[config.mk]
export PLATFORM = sky130hd
export DESIGN_NAME = aluTop
export DESIGN_NICKNAME = d
export VERILOG_FILES = /design/src/rtl/aluPkg.sv /design/src/rtl/aluCtrl.sv /design/src/rtl/aluAdder.sv /design/src/rtl/aluSlice.sv /design/src/rtl/aluDatapath.sv /design/src/rtl/aluTop.sv
export SDC_FILE = /design/constraint.sdc
export NUM_CORES = 1
export LEC_CHECK = 0
export BUFFER_PORTS_ARGS = -buffer_cell sky130_fd_sc_hd__buf_2
export CAP_MARGIN = 20
export CORE_MARGIN = 8
export CORE_UTILIZATION = 50
export DETAILED_ROUTE_END_ITERATION = 6
export PLACE_DENSITY = 0.88
export SYNTH_ARGS = -nofsm -noshare
export SYNTH_HDL_FRONTEND = slang
export SYNTH_HIERARCHICAL = 1
export SYNTH_SLANG_ARGS = --single-unit
export TNS_END_PERCENT = 10
[constraint.sdc]
create_clock -name vclk -period 14.05
set_input_delay 3.5125 -clock vclk [all_inputs]
set_output_delay 3.5125 -clock vclk [all_outputs]
set_load 0.05 [all_outputs]
[src/rtl/aluPkg.sv]
package aluPkg;

  typedef enum logic [1:0] {
    SEL_AND  = 2'b00,
    SEL_OR   = 2'b01,
    SEL_SUM  = 2'b10,
    SEL_LESS = 2'b11
  } resultSelT;

  // strobes handed from the control decoder to the datapath
  typedef struct packed {
    logic      bInvert;   // inverts B and doubles as adder carry-in
    resultSelT resultSel;
  } aluStrobesT;

  localparam logic [2:0] OPC_AND  = 3'b000;
  localparam logic [2:0] OPC_OR   = 3'b001;
  localparam logic [2:0] OPC_ADD  = 3'b010;
  localparam logic [2:0] OPC_SUB  = 3'b110;
  localparam logic [2:0] OPC_SLT  = 3'b111;

  localparam logic [1:0] CLASS_MEM    = 2'b00;
  localparam logic [1:0] CLASS_BRANCH = 2'b01;

  localparam logic [5:0] FN_ADD = 6'b100000;
  localparam logic [5:0] FN_SUB = 6'b100010;
  localparam logic [5:0] FN_AND = 6'b100100;
  localparam logic [5:0] FN_OR  = 6'b100101;
  localparam logic [5:0] FN_SLT = 6'b101010;

endpackage

[src/rtl/aluCtrl.sv]
module aluCtrl
  import aluPkg::*;
#(
  parameter int FUNCT_W = 6
) (
  input  logic [1:0]         aluOp,
  input  logic [FUNCT_W-1:0] funct,
  output logic [2:0]         opCode,
  output aluStrobesT         strobes
);

  logic [2:0] functCode;

  // second level: function field decode
  always_comb begin
    if (funct == FUNCT_W'(FN_AND))      functCode = OPC_AND;
    else if (funct == FUNCT_W'(FN_OR))  functCode = OPC_OR;
    else if (funct == FUNCT_W'(FN_SUB)) functCode = OPC_SUB;
    else if (funct == FUNCT_W'(FN_SLT)) functCode = OPC_SLT;
    else                                functCode = OPC_ADD;
  end

  // first level: operation class
  always_comb begin
    if (aluOp[1])                     opCode = functCode;
    else if (aluOp == CLASS_BRANCH)   opCode = OPC_SUB;
    else                              opCode = OPC_ADD;
  end

  always_comb begin
    strobes.bInvert   = opCode[2];
    strobes.resultSel = resultSelT'(opCode[1:0]);
  end

endmodule

[src/rtl/aluAdder.sv]
module aluAdder #(
  parameter int WIDTH = 32
) (
  input  logic [WIDTH-1:0] a,
  input  logic [WIDTH-1:0] b,
  input  logic             bInvert,
  output logic [WIDTH-1:0] sum,
  output logic             overflow
);

  logic [WIDTH-1:0] bEff;
  logic [WIDTH:0]   wide;
  logic             carryIntoMsb;

  always_comb begin
    bEff = b ^ {WIDTH{bInvert}};
    // the same strobe is the carry-in
    wide = {1'b0, a} + {1'b0, bEff} + {{WIDTH{1'b0}}, bInvert};
    sum = wide[WIDTH-1:0];
    carryIntoMsb = wide[WIDTH-1] ^ a[WIDTH-1] ^ bEff[WIDTH-1];
    overflow = wide[WIDTH] ^ carryIntoMsb;
  end

endmodule

[src/rtl/aluSlice.sv]
module aluSlice
  import aluPkg::*;
(
  input  logic      a,
  input  logic      b,
  input  logic      sumBit,
  input  logic      lessBit,
  input  resultSelT sel,
  output logic      y
);

  always_comb begin
    unique case (sel)
      SEL_AND:  y = a & b;
      SEL_OR:   y = a | b;
      SEL_SUM:  y = sumBit;
      SEL_LESS: y = lessBit;
      default:  y = 1'b0;
    endcase
  end

endmodule

[src/rtl/aluDatapath.sv]
module aluDatapath
  import aluPkg::*;
#(
  parameter int WIDTH = 32
) (
  input  aluStrobesT       strobes,
  input  logic [WIDTH-1:0] opA,
  input  logic [WIDTH-1:0] opB,
  output logic [WIDTH-1:0] result,
  output logic             zero
);

  logic [WIDTH-1:0] sum;
  logic             overflow;
  logic             signedLess;

  aluAdder #(.WIDTH(WIDTH)) uAdder (
    .a        (opA),
    .b        (opB),
    .bInvert  (strobes.bInvert),
    .sum      (sum),
    .overflow (overflow)
  );

  // sign of the difference, corrected when the difference overflowed
  assign signedLess = sum[WIDTH-1] ^ overflow;

  for (genvar i = 0; i < WIDTH; i++) begin : gSlice
    logic lessIn;
    if (i == 0) begin : gLsb
      assign lessIn = signedLess;
    end else begin : gUpper
      assign lessIn = 1'b0;
    end
    aluSlice uSlice (
      .a       (opA[i]),
      .b       (opB[i]),
      .sumBit  (sum[i]),
      .lessBit (lessIn),
      .sel     (strobes.resultSel),
      .y       (result[i])
    );
  end

  assign zero = ~|result;

endmodule

[src/rtl/aluTop.sv]
module aluTop
  import aluPkg::*;
#(
  parameter int WIDTH   = 32,
  parameter int FUNCT_W = 6
) (
  input  logic [1:0]         aluOp,
  input  logic [FUNCT_W-1:0] funct,
  input  logic [WIDTH-1:0]   opA,
  input  logic [WIDTH-1:0]   opB,
  output logic [2:0]         opCode,
  output logic [WIDTH-1:0]   result,
  output logic               zero
);

  aluStrobesT strobes;

  aluCtrl #(.FUNCT_W(FUNCT_W)) uCtrl (
    .aluOp   (aluOp),
    .funct   (funct),
    .opCode  (opCode),
    .strobes (strobes)
  );

  aluDatapath #(.WIDTH(WIDTH)) uDatapath (
    .strobes (strobes),
    .opA     (opA),
    .opB     (opB),
    .result  (result),
    .zero    (zero)
  );

endmodule

Word level (Yosys, flattened, before mapping)
Cells that the tools add are included.
Cells by class
  mux-type cells: 38
  multiply operators: 0
  divide/modulo/power cells: 0
  bitwise gates (word level): 69
  shifts and indexed selects: 0
  reductions and logical operators: 3
  magnitude comparators: 0
  eq/ne operators: 8
  $add $sub $neg: 2
Operators with widths (number)
  1-bit case mux with 4 select lines: 32
  32-bit by 32-bit adder with 33-bit output: 1
  33-bit by 1-bit adder with 33-bit output: 1
  1-bit bitwise AND: 32
  1-bit bitwise OR: 32
  32-bit OR reduction: 1
  32-bit XOR: 1
  6-bit == test (second input constant): 4
  3-bit two-way mux: 6
  2-bit by 1-bit == test with 1-bit output (second input constant): 2
  2-bit == test (second input constant): 2
  1-bit XOR: 4
  2-bit logical NOT: 1
  1-bit logical NOT: 1
Word-level totals
  latch bits: 0
  bits in writable memories: 0
  bits in read-only memories: 0
  bits in registers: 0
  memories kept: 0

Depth between registers and ports, before layout
  depth in word-level cells: 16
  mapped depth: 23

By module
Netlist, hierarchy kept.
Modules (own cells, without submodules)
  aluAdder: cells an instance 273, area each 2067.0 µm², times used 1
  aluSlice: cells an instance 3, area each 37.5 µm², times used 32
  aluCtrl: cells an instance 11, area each 86.3 µm², times used 1
  aluDatapath: cells an instance 13, area each 85.1 µm², times used 1

Least setup slack after synthesis
Ideal clock, no wire load.
  path kind: input to output
  from: input funct[2]
  to: output zero
  buffers on the path: 3
  path slack: 1.001 ns
  stages: 23
  arrival time: 9.536 ns
  cell sequence: or3b_2 > o22ai_1 > buf_4 > clkbuf_2 > buf_1 > xor2_1 > inv_1 > fa_1 > nor2b_4 > o31a_4 > o211ai_2 > a211o_1 > a21oi_2 > nand4_1 > a221oi_2 > xnor2_1 > xnor2_1 > xor2_1 > mux2_1 > mux2_4 > nor4_1 > nand4_1 > nor2_1
Between the ends
  cells in the longest elaborated chain, start to end: 16
  elaborated cells on any way between the ends: 54
RTL lines
  start: declaration: RTL line aluTop.sv:8  | input logic [FUNCT_W-1:0] funct,
  6-bit == test: RTL line aluCtrl.sv:19  | else if (funct == FUNCT_W'(FN_SLT)) functCode = OPC_SLT;
  3-bit two-way mux: RTL line aluCtrl.sv:19
  3-bit two-way mux: RTL line aluCtrl.sv:18  | else if (funct == FUNCT_W'(FN_SUB)) functCode = OPC_SUB;
  3-bit two-way mux: RTL line aluCtrl.sv:17  | else if (funct == FUNCT_W'(FN_OR)) functCode = OPC_OR;
  3-bit two-way mux *: RTL line aluCtrl.sv:16  | if (funct == FUNCT_W'(FN_AND)) functCode = OPC_AND;
  3-bit two-way mux *: RTL line aluCtrl.sv:25  | if (aluOp[1]) opCode = functCode;
  named net opCode[2]: RTL line aluTop.sv:11  | output logic [2:0] opCode,
  32-bit XOR: RTL line aluAdder.sv:16  | bEff = b ^ {WIDTH{bInvert}};
  [... 4 more ...]
  1-bit XOR *: RTL line aluAdder.sv:21  | overflow = wide[WIDTH] ^ carryIntoMsb;
  named net uDatapath.overflow: RTL line aluDatapath.sv:14  | logic overflow;
  1-bit XOR *: RTL line aluDatapath.sv:26  | assign signedLess = sum[WIDTH-1] ^ overflow;
  named net uDatapath.gSlice[0].lessIn: RTL line aluDatapath.sv:29  | logic lessIn;
  1-bit case mux with 4 select lines *: RTL line aluSlice.sv:13  | unique case (sel)
  named net result[0]: RTL line aluTop.sv:12  | output logic [WIDTH-1:0] result,
  32-bit OR reduction *: RTL line aluDatapath.sv:45  | assign zero = ~|result;
  1-bit logical NOT *: RTL line aluDatapath.sv:45
  end: declaration: RTL line aluTop.sv:13  | output logic zero
Mark *: on every way through the listed nets, which the timed path passes. The rest lies on a longest branch.

Worst setup path in the final report
  from: input funct[2]
  to: output zero
Between the ends
  cells in the longest elaborated chain, start to end: 16
  elaborated cells on any way between the ends: 54
RTL lines
  6-bit == test: RTL line aluCtrl.sv:19
  3-bit two-way mux: RTL line aluCtrl.sv:19
  3-bit two-way mux: RTL line aluCtrl.sv:18
  3-bit two-way mux: RTL line aluCtrl.sv:17
  3-bit two-way mux *: RTL line aluCtrl.sv:16
  3-bit two-way mux *: RTL line aluCtrl.sv:25
  32-bit XOR: RTL line aluAdder.sv:16
  32-bit by 32-bit adder with 33-bit output: RTL line aluAdder.sv:18  | wide = {1'b0, a} + {1'b0, bEff} + {{WIDTH{1'b0}}, bInvert};
  [... 1 more ...]
  named net uDatapath.sum[31]: RTL line aluDatapath.sv:13  | logic [WIDTH-1:0] sum;
  1-bit XOR * (2 in a row): RTL line aluAdder.sv:20  | carryIntoMsb = wide[WIDTH-1] ^ a[WIDTH-1] ^ bEff[WIDTH-1];
  1-bit XOR *: RTL line aluAdder.sv:21
  named net uDatapath.overflow: RTL line aluDatapath.sv:14
  1-bit XOR *: RTL line aluDatapath.sv:26
  named net uDatapath.gSlice[0].lessIn: RTL line aluDatapath.sv:29
  1-bit case mux with 4 select lines *: RTL line aluSlice.sv:13
  32-bit OR reduction *: RTL line aluDatapath.sv:45
  1-bit logical NOT *: RTL line aluDatapath.sv:45
Marked as above.

==> flow_metrics.env <==
export IMPL_grt_pass1_vias=3584
export IMPL_peakVddDrop_v=0.00007830
export IMPL_comb_power_share_pct=100.0
export IMPL_fmax_mhz=80.65
export IMPL_arrival_ns=8.89
export IMPL_final_nets=626
export IMPL_cts_resized=0
export IMPL_ys_types=66
export IMPL_ios=108
export IMPL_final_area_um2=4169
export IMPL_p_clk_share_pct=0
export IMPL_seqPwrFrac_pct=0
export IMPL_start_kind="input pin"
export IMPL_slew_headroom_pct=42.40
export IMPL_yosysSeqAreaShare_pct=0
export IMPL_viasPerCell=5.785
export IMPL_portBuffers=108
export IMPL_die_x_um=98.94
export IMPL_p_int_w=0.0001540
export IMPL_report_final_slew_viol_count=0
export IMPL_synthCells=393
export IMPL_syn_mean_instance_area_um2=8.752
export IMPL_antennaDiodeCount=0
export IMPL_fin_crit_sh_pct=88.26
export IMPL_dieHeight_um=98.94
export IMPL_post_route_min_period_ns=12.40
export IMPL_die_area_um2=9789
export IMPL_fin_setup_tns_ns=0
export IMPL_p_per_area_nw_per_um2=96.13
export IMPL_rows=30
export IMPL_antenna_left=0
export IMPL_drt_wl_total_mm=9.577
export IMPL_setup_viol=0
export IMPL_outcome="completed"
export IMPL_regArea_um2=0
export IMPL_syn_area_um2=3440
export IMPL_tightest_slew_ns=0.8640
export IMPL_setup_ws_ns=1.650
export IMPL_pre_cts_ws_ns=1.587
export IMPL_track_usage_pct=18.61
export IMPL_first_iter_violations=141
export IMPL_drtPass1Iterations=4
export IMPL_dpl_cell_area_um2=4169
export IMPL_post_drt_wl_per_cell_um=15.96
export IMPL_drive_above_1_share_pct=37.12
export IMPL_grt_overflow_total=0
export IMPL_initial_core_util_pct=51.19
export IMPL_cp_startpoint="funct[2]"
export IMPL_max_cap_violations=0
export IMPL_antenna_found_initial=0
export IMPL_nClkBuffers=0
export IMPL_ys_warn_count=6
export IMPL_cts_hold_buffers_added=0
export IMPL_p_leak_nw=2.094
export IMPL_area_growth_pct=21.21
export IMPL_vias=3471
export IMPL_design_seq_count=0
export IMPL_rsz0062_at_grt="no"
export IMPL_yosysTopAreaCell="mux2_4"
export IMPL_fillers=576
export IMPL_yosys_area_top_type_share_pct=13.97
export IMPL_drc_errors=0
export IMPL_critPathMaxFanout=20
export IMPL_core_um2=6719
export IMPL_hold_path_class="in2out"
export IMPL_synthTopCellsByArea="mux2_4 (14%), ha_1 (11%), xor2_1 (11%)"
export IMPL_grt_max_degree=48
export IMPL_critPathCaptureType="primary output"
export IMPL_worstSetupPathType="in2out"
export IMPL_post_cts_setup_buffers=0
export IMPL_finalHoldViolCount=0
export IMPL_grt_pass1_wl_mm=15.90
export IMPL_gp_congestion=0.9231
export IMPL_switching_share_pct=61.59
export IMPL_switching_power_w=0.0002468
export IMPL_crit_required_ns=10.54
export IMPL_dp_hpwl_mm=8.124
export IMPL_crit_end="zero"
through the flow:
step / total power, W / utilization [%] / hold WS, ns / cells
3_3_place_gp: 0.0003914 / 62.05 / 7.663 / 600
6_report: 0.0004008 / 62.05 / 7.670 / 600
2_1_floorplan: 0.0003214 / - / 7.323 / 423
4_1_cts: 0.0004004 / 62.05 / 7.674 / 600
5_1_grt: 0.0004275 / 62.05 / 7.691 / 600
3_5_place_dp: 0.0003988 / 62.05 / 7.675 / 600
worst min path at each step:
stage	slack [ns]	to	cells after the start	startpoint
final	7.67	result[14]	4	opA[14]
after global routing	7.69	result[29]	4	opA[29]
after CTS	7.67	result[9]	4	opA[9]
after detailed placement	7.67	result[14]	4	opA[14]
after global placement	7.66	result[11]	4	opA[11]
after floorplan	7.32	opCode[0]	2	funct[5]
worst max-delay path, cell delays in order:
cell and delay (ns):
buf_2 0.11, or3b_2 0.49, o22ai_4 0.64, buf_4 0.40
xor2_1 0.18, ha_1 0.32, a21oi_1 0.15, o21ai_0 0.14
nor4_1 0.29, o41ai_1 0.14, a41o_1 0.27, o31ai_4 0.24
a21oi_1 0.13, o21ai_2 0.19, xnor2_1 0.11, xor2_1 0.16
mux2_1 0.30, mux2_4 0.26, nor4_1 0.25, nand4_1 0.17
nor2_1 0.14, buf_2 0.27
power by group through the flow:
stage / sequential, W / combinational [W] / clock [W]
after floorplan: 0 / 0.000321 / 0
after global placement: 0 / 0.000391 / 0
final: 0 / 0.000401 / 0
after CTS: 0 / 0.000400 / 0
after global routing: 0 / 0.000427 / 0
after detailed placement: 0 / 0.000399 / 0
cell families after synthesis:
group           count (synthesis)  synth area share, %
compound gates                 99                20.88
xor+xnor                       61                15.53
fa+ha+maj                      64                22.34
buf+inv                        26                3.383
mux                            65                24.85
other cells                     1               0.1090
simple gates                   77                12.91
routing by layer:
layer  GRT usage (%)  share of wire, %  up-vias
met2           34.10                49      119
met4           3.660               1.6        0
met1           22.23                43     1616
li1                -                 -     1724
met5               0                 0        -
met3           2.678               6.4       12
synth_stat cells (5+ instances only):
library cell  count
a21o_1           15
buf_2             5
o21a_1            6
nor2b_1           6
nor4_1            8
maj3_2           32
inv_1            12
xnor2_1          18
nor2_1           15
nand3_1           5
o21ai_0          13
nand4_1           7
ha_1             31
mux2_1           32
xor2_1           43
a21oi_1          25
nand2_1          12
mux2_4           32
layout by cell type, fill, tap and decap left out, types with 7 or more instances in the layout:
cell | synthesis | layout
nand2_1 | 12 | 12
xnor2_1 | 18 | 18
buf_2 | 5 | 108
a21o_1 | 15 | 15
nor2_1 | 15 | 15
conb_1 | 1 | 31
maj3_2 | 32 | 32
nand4_1 | 7 | 7
a21oi_1 | 25 | 24
mux2_4 | 32 | 32
o21ai_0 | 13 | 13
xor2_1 | 43 | 43
mux2_1 | 32 | 32
ha_1 | 31 | 31
nor4_1 | 8 | 8
inv_1 | 12 | 12
final cells by class:
class	count	area, um^2	area share [%]
repair buffers	111	563.0	13.51
inverters	12	45.04	1.080
multi-input cells	397	3461	83.01
well taps	80	100.1	2.401
Note: power is estimated with default switching activity, not from simulation.
